**config.mk**
```make
export PLATFORM = sky130hd
export DESIGN_NAME = pt_walker
export DESIGN_NICKNAME = d
export VERILOG_FILES = /design/src/rtl/pt_walk_pkg.sv /design/src/rtl/pt_entry_addr.sv /design/src/rtl/pt_perm_check.sv /design/src/rtl/pt_walker.sv
export SDC_FILE = /design/constraint.sdc
export NUM_CORES = 1
export LEC_CHECK = 0
export BUFFER_PORTS_ARGS = -buffer_cell sky130_fd_sc_hd__buf_2
export CAP_MARGIN = 30
export CORE_MARGIN = 1.5
export CORE_UTILIZATION = 50
export DETAILED_ROUTE_END_ITERATION = 8
export PLACE_DENSITY = 0.9
export SLEW_MARGIN = 20
export SYNTH_ARGS = -nofsm -noshare
export SYNTH_HDL_FRONTEND = slang
export SYNTH_SLANG_ARGS = --single-unit
```
**constraint.sdc**
```tcl
create_clock -name clk -period 3.9 [get_ports clk]
set_input_delay 0.39 -clock clk [delete_from_list [all_inputs] [get_ports clk]]
set_output_delay 0.39 -clock clk [all_outputs]
set_load 0.005 [all_outputs]
```
**src/rtl/pt_walk_pkg.sv**
```systemverilog
package pt_walk_pkg;
    localparam int BIT_PRESENT = 0;
    localparam int BIT_WRITE   = 1;
    localparam int BIT_USER    = 2;
    localparam int BIT_ACCESS  = 5;
    localparam int BIT_DIRTY   = 6;

    typedef enum logic [2:0] {
        ST_IDLE,
        ST_READ,
        ST_CHECK,
        ST_UPDATE,
        ST_DONE
    } walk_state_e;

    typedef enum logic [1:0] {
        CAUSE_NOT_PRESENT = 2'd0,
        CAUSE_WRITE_PROT  = 2'd1,
        CAUSE_USER_PROT   = 2'd2,
        CAUSE_EXEC_DIS    = 2'd3
    } fault_cause_e;
endpackage

```
**src/rtl/pt_entry_addr.sv**
```systemverilog
module pt_entry_addr #(
    parameter int LEVELS = 4,
    parameter int IDX_W  = 9,
    parameter int OFF_W  = 12,
    parameter int PPN_W  = 40
) (
    input  logic [IDX_W*LEVELS-1:0]    vpn,
    input  logic [$clog2(LEVELS)-1:0]  level,
    input  logic [PPN_W-1:0]           table_ppn,
    output logic [PPN_W+OFF_W-1:0]     entry_addr
);
    localparam int ENT_W = OFF_W - IDX_W;

    logic [IDX_W-1:0] idx_by_lvl [LEVELS];

    // level 0 takes the most significant field
    for (genvar g = 0; g < LEVELS; g++) begin : g_idx
        assign idx_by_lvl[g] = vpn[IDX_W*(LEVELS-g)-1 -: IDX_W];
    end

    assign entry_addr = {table_ppn, idx_by_lvl[level], {ENT_W{1'b0}}};
endmodule

```
**src/rtl/pt_perm_check.sv**
```systemverilog
module pt_perm_check
    import pt_walk_pkg::*;
#(
    parameter int PTE_W = 64
) (
    input  logic [PTE_W-1:0] pte,
    input  logic             is_write,
    input  logic             is_user,
    input  logic             is_exec,
    input  logic             is_leaf,
    output logic             pass,
    output fault_cause_e     cause,
    output logic [PTE_W-1:0] pte_upd,
    output logic             need_upd
);
    localparam int BIT_NOEXEC = PTE_W - 1;

    always_comb begin
        pass  = 1'b0;
        cause = CAUSE_NOT_PRESENT;
        if (!pte[BIT_PRESENT])
            cause = CAUSE_NOT_PRESENT;
        else if (is_write && !pte[BIT_WRITE])
            cause = CAUSE_WRITE_PROT;
        else if (is_user && !pte[BIT_USER])
            cause = CAUSE_USER_PROT;
        else if (is_exec && pte[BIT_NOEXEC])
            cause = CAUSE_EXEC_DIS;
        else
            pass = 1'b1;
    end

    always_comb begin
        pte_upd             = pte;
        pte_upd[BIT_ACCESS] = 1'b1;
        if (is_leaf && is_write)
            pte_upd[BIT_DIRTY] = 1'b1;
    end

    assign need_upd = (pte_upd != pte);
endmodule

```
**src/rtl/pt_walker.sv**
```systemverilog
module pt_walker
    import pt_walk_pkg::*;
#(
    parameter int LEVELS = 4,
    parameter int IDX_W  = 9,
    parameter int OFF_W  = 12,
    parameter int PPN_W  = 40,
    parameter int PTE_W  = 64,
    localparam int VA_W  = IDX_W * LEVELS + OFF_W,
    localparam int PA_W  = PPN_W + OFF_W
) (
    input  logic             clk,
    input  logic             rst_n,
    input  logic [PPN_W-1:0] root_ppn,
    input  logic             req_valid,
    output logic             req_ready,
    input  logic [VA_W-1:0]  req_vaddr,
    input  logic             req_write,
    input  logic             req_user,
    input  logic             req_exec,
    output logic             mem_req,
    output logic             mem_we,
    output logic [PA_W-1:0]  mem_addr,
    output logic [PTE_W-1:0] mem_wdata,
    input  logic             mem_ack,
    input  logic [PTE_W-1:0] mem_rdata,
    output logic             done,
    output logic             fault,
    output logic [1:0]       fault_cause,
    output logic [PA_W-1:0]  paddr
);
    localparam int LVL_W = $clog2(LEVELS);

    walk_state_e      state_q, state_d;
    logic [VA_W-1:0]  va_q;
    logic             wr_q, usr_q, exe_q;
    logic [LVL_W-1:0] lvl_q;
    logic [PPN_W-1:0] base_q;
    logic [PTE_W-1:0] pte_q;
    logic             fault_q;
    fault_cause_e     cause_q;
    logic [PA_W-1:0]  paddr_q;

    logic             is_leaf, chk_pass, need_upd, advance;
    fault_cause_e     chk_cause;
    logic [PTE_W-1:0] pte_upd;
    logic [PA_W-1:0]  entry_addr;

    assign is_leaf = (lvl_q == LVL_W'(LEVELS - 1));

    pt_entry_addr #(
        .LEVELS(LEVELS), .IDX_W(IDX_W), .OFF_W(OFF_W), .PPN_W(PPN_W)
    ) u_addr (
        .vpn        (va_q[VA_W-1:OFF_W]),
        .level      (lvl_q),
        .table_ppn  (base_q),
        .entry_addr (entry_addr)
    );

    pt_perm_check #(.PTE_W(PTE_W)) u_perm (
        .pte      (pte_q),
        .is_write (wr_q),
        .is_user  (usr_q),
        .is_exec  (exe_q),
        .is_leaf  (is_leaf),
        .pass     (chk_pass),
        .cause    (chk_cause),
        .pte_upd  (pte_upd),
        .need_upd (need_upd)
    );

    // next state
    always_comb begin
        state_d = state_q;
        unique case (state_q)
            ST_IDLE:   if (req_valid) state_d = ST_READ;
            ST_READ:   if (mem_ack) state_d = ST_CHECK;
            ST_CHECK: begin
                if (!chk_pass)     state_d = ST_DONE;
                else if (need_upd) state_d = ST_UPDATE;
                else if (is_leaf)  state_d = ST_DONE;
                else               state_d = ST_READ;
            end
            ST_UPDATE: if (mem_ack) state_d = is_leaf ? ST_DONE : ST_READ;
            ST_DONE:   state_d = ST_IDLE;
            default:   state_d = ST_IDLE;
        endcase
    end

    always_ff @(posedge clk or negedge rst_n) begin
        if (!rst_n) state_q <= ST_IDLE;
        else        state_q <= state_d;
    end

    assign advance = ((state_q == ST_CHECK) && chk_pass && !need_upd) ||
                     ((state_q == ST_UPDATE) && mem_ack);

    // walk context
    always_ff @(posedge clk or negedge rst_n) begin
        if (!rst_n) begin
            va_q    <= '0;
            wr_q    <= 1'b0;
            usr_q   <= 1'b0;
            exe_q   <= 1'b0;
            lvl_q   <= '0;
            base_q  <= '0;
            pte_q   <= '0;
            fault_q <= 1'b0;
            cause_q <= CAUSE_NOT_PRESENT;
            paddr_q <= '0;
        end else begin
            if ((state_q == ST_IDLE) && req_valid) begin
                va_q    <= req_vaddr;
                wr_q    <= req_write;
                usr_q   <= req_user;
                exe_q   <= req_exec;
                lvl_q   <= '0;
                base_q  <= root_ppn;
                fault_q <= 1'b0;
                cause_q <= CAUSE_NOT_PRESENT;
                paddr_q <= '0;
            end
            if ((state_q == ST_READ) && mem_ack)
                pte_q <= mem_rdata;
            if ((state_q == ST_CHECK) && !chk_pass) begin
                fault_q <= 1'b1;
                cause_q <= chk_cause;
                paddr_q <= '0;
            end
            if (advance) begin
                if (is_leaf)
                    paddr_q <= {pte_q[OFF_W +: PPN_W], va_q[OFF_W-1:0]};
                else begin
                    base_q <= pte_q[OFF_W +: PPN_W];
                    lvl_q  <= lvl_q + LVL_W'(1);
                end
            end
        end
    end

    // outputs
    always_comb begin
        req_ready   = (state_q == ST_IDLE);
        mem_req     = (state_q == ST_READ) || (state_q == ST_UPDATE);
        mem_we      = (state_q == ST_UPDATE);
        mem_addr    = entry_addr;
        mem_wdata   = pte_upd;
        done        = (state_q == ST_DONE);
        fault       = done && fault_q;
        fault_cause = done ? cause_q : CAUSE_NOT_PRESENT;
        paddr       = done ? paddr_q : '0;
    end
endmodule

```
==> summary.md <==
| Metric | Value |
|---|---|
| Clock Skew | `0.0155 ns` |
| Initial core utilization | `between 50% and 60%` |
| Commonest non-fill, non-tap cell in the layout | `buf_2` |
| Status | `finished, final reports clean` |
| Port Buf Inserts | `329` |
| Number of buffers and inverters on the critical path | `0` |
| Cell variety after synth | `34` |
| Setup violations, final | `0` |
| Vias | `~7400` |
| Synth Flop Type | `dfrtp_1` |
| Pwr per Cell Area | `roughly 740 mW/mm^2` |
| Remaining DRCs | `0` |
| Worst path cell trace | `ha_1 > nand3b_1 > nand2_1 > o31a_1 > nand2b_4 > mux2i_1` |
| Reg-to-Reg End | `paddr_q[25]$_DFF_PN0_` |
| First-pass GRT wire length | `37100 microns` |
| CTS tree | `built` |
| Peak supply drop | `roughly 0.5 mV` |
| Final Hold Viols | `0` |
| Number of CTS-inserted buffers | `24` |
| Initial DRC Count | `~320` |
| Worst reg2reg setup slack | `1.15 ns` |
| Slowest cell on the critical path | `nand2b_4` |
| Fraction of registers with async set/reset | `between 90% and 100%` |
| Number of synthesized register bits | `around 220` |
| Yosys warnings | `0` |
| Crit-path leading delay family | `simple AND/OR/NAND/NOR gates` |
| Register area share after synthesis | `a little over half` |
| CP Capture Type | `flip-flop` |
| Core Region | `between 0.015 and 0.02 sq mm` |
| CP startpoint kind | `flip-flop` |
| Pre-CTS setup slack | `between 1 and 1.5 ns` |
| Worst-path clk slew | `about 0.060 ns` |
| Largest net degree at the start of global routing | `97` |
| Clock buffer depth | `3` |
| Vias/cell | `approximately 5` |
| Clock sinks | `between 200 and 250` |
| Vias in the first global route | `~7400` |
| CP required | `4.31 ns` |
| Slew headroom | `between 30% and 40%` |
| Slowest cell delay on critical path | `0.78 ns` |
| Post-DR wirelength/cell | `16.6 microns` |
| Skew-Pair Late Insertion Delay | `a little over 0.5 ns` |
| DP Area | `between 0.01 and 0.015 sq mm` |
| Netlist Area Pre-Place | `about 0.010 sq mm` |
| # Max-Cap Violations | `0` |
| Max Slew Vio Count | `0` |
| Post-route setup TNS | `0 ns` |
| GR Util All Layers | `a little under a quarter` |
| Fmax | `0.364 GHz` |
| Drt pass-1 iters | `4` |
| Clock Root Buffer | `clkbuf_16` |
| Final Core Density | `about 62%` |
| Initial antenna violation count | `1` |
| Gpl congestion | `~0.81` |
| Reg-to-Reg Start | `lvl_q[1]$_DFF_PN0_` |
| Design area | `0.0121 sq mm` |
| Lkg Pwr | `approximately 0.0065 uW` |
| Fin worst setup slack | `between 1 and 1.5 ns` |
| Drt total wl | `between 20000 and 25000 microns` |
| GRT overflow | `0` |
| Layout cells sized above 1 | `roughly a third` |
| Period utilisation layout | `70.5%` |
| RSZ-0062 raised after global routing | `no` |
| Reg2reg path depth | `6` |
| Die height | `roughly 140 microns` |
| Worst Tran Pin Value | `about 0.97 ns` |
| Chip width | `about 140 microns` |
| Resized Gates After CTS | `0` |
| EDFF count, synth | `0` |
| Area Growth Syn to Fin | `21.6%` |
| Cells after synthesis | `between 900 and 1000` |
| Nets | `~1300` |
| Number of routed nets with antenna violations | `0` |
| Worst Setup SP | `lvl_q[1]$_DFF_PN0_` |
| Number of cells on the critical path | `6` |
| Syn Area/Cell | `approximately 11 sq um` |
| Worst Hold Class | `in -> reg` |
| WS Path Type | `reg -> reg` |
| Die ar. | `between 0.02 and 0.025 sq mm` |
| Detailed placement HPWL | `roughly 17000 microns` |
| Hold slack final | `0.0685 ns` |
| H-Tree Depth | `1` |
| Min Tclk post-route | `around 2.8 ns` |
| Most frequent cells in the layout | `buf_2 (328), nand2_1 (233), dfrtp_1 (215), mux2i_1 (134), inv_1 (58)` |
| Maximum fanout along the worst path | `between 50 and 60` |
| Ports | `around 330` |
| Critical Path AT | `about 3.2 ns` |
| Cell Rows | `51` |
| CP endpoint | `paddr_q[25]$_DFF_PN0_` |
-- worst min-delay path by stage --
stage                              start                    to  slack [ns]  cells past startpoint
floorplan                          rst_n   base_q[0]$_DFF_PN0_        0.09                      0
global placement    va_q[26]$_DFFE_PN0P_  va_q[26]$_DFFE_PN0P_        0.45                      2
detailed placement  va_q[29]$_DFFE_PN0P_  va_q[29]$_DFFE_PN0P_        0.46                      2
CTS                        req_vaddr[13]  va_q[13]$_DFFE_PN0P_        0.05                      3
global route               req_vaddr[35]  va_q[35]$_DFFE_PN0P_        0.05                      3
finish                     req_vaddr[13]  va_q[13]$_DFFE_PN0P_        0.07                      3
-- layout make-up --
cell class / instances / area (sq um)
clock buffers: 31 / 688
repair buffers: 342 / 1770
well taps: 265 / 332
flip-flops and latches: 215 / 5380
diodes: 2 / 5.00
multi-input cells: 547 / 3580
clock inverters: 10 / 154
fillers: 1545 / 7400
inverters: 58 / 218
-- where the power goes --
| group | internal, uW | switching (uW) | leakage [uW] |
|---|---|---|---|
| Combinational | 1340 | 1670 | 0.00340 |
| Sequential | 3080 | 510 | 0.00271 |
| Clock | 1500 | 879 | 0.000420 |
-- sequential cells by signal, summed over array words and instances (netlist names) --
name	flops
pte_q	64
paddr_q	52
va_q	48
base_q	40
state_q	3
cause_q	2
lvl_q	2
exe_q	1
fault_q	1
usr_q	1
wr_q	1
-- cells by family after synthesis --
| group | Yosys count | share of synthesized area, % |
|---|---|---|
| other | 2 | 0.0753 |
| buffers and inverters | 176 | 10.5 |
| AND/OR/NAND/NOR | 308 | 13.5 |
| AO/OA/AOI/OAI | 66 | 3.51 |
| multiplexers | 167 | 18.2 |
| XOR/XNOR | 1 | 0.0879 |
| adder cells (fa/ha/maj) | 1 | 0.125 |
| flip-flops | 215 | 54.0 |
-- metal layers --
| metal | global-route usage, % | share of wire, % |
|---|---|---|
| met1 | 26.8 | 40 |
| met2 | 40.2 | 50 |
| met3 | 6.23 | 7.4 |
| met4 | 8.13 | 3.2 |
| met5 | 0 | 0 |
-- per-stage QoR --
step | total power (uW) | cells
2_1_floorplan | 5790 | 938
6_report | 8980 | 1470
5_1_grt | 9580 | 1468
3_3_place_gp | 6480 | 1426
3_5_place_dp | 6640 | 1426
4_1_cts | 9070 | 1468
-- Yosys cell counts (2+ instances only) --
cell type	count	area share, %
and2_1	58	3.6
a21oi_1	3	0.15
conb_1	2	0.075
inv_1	58	2.2
nor3_1	3	0.15
mux2_2	24	2.7
mux2i_1	134	13
buf_4	74	5.6
buf_6	11	1.2
nand2b_1	3	0.19
dfrtp_1	215	54
nor2_2	2	0.13
nand2_1	233	8.8
nand3_1	3	0.15
clkbuf_1	16	0.60
mux4_2	9	2.0
o21ai_0	56	2.8
nand3b_1	2	0.15
buf_2	15	0.75
-- worst register-to-register path, cell delays in order, from the launching register on --
cell      delay, ns
dfrtp_1        0.63
ha_1           0.47
nand3b_1       0.14
nand2_1        0.12
o31a_1         0.20
nand2b_4       0.78
mux2i_1        0.31
-- what timing repair did --
item | 4_1_cts | 5_1_grt
setup buffers | 0 | 0
endpoints found under the hold margin | 94 | 0
hold buffers | 1 | 0
No activity file was read; power rests on OpenSTA's default activity.
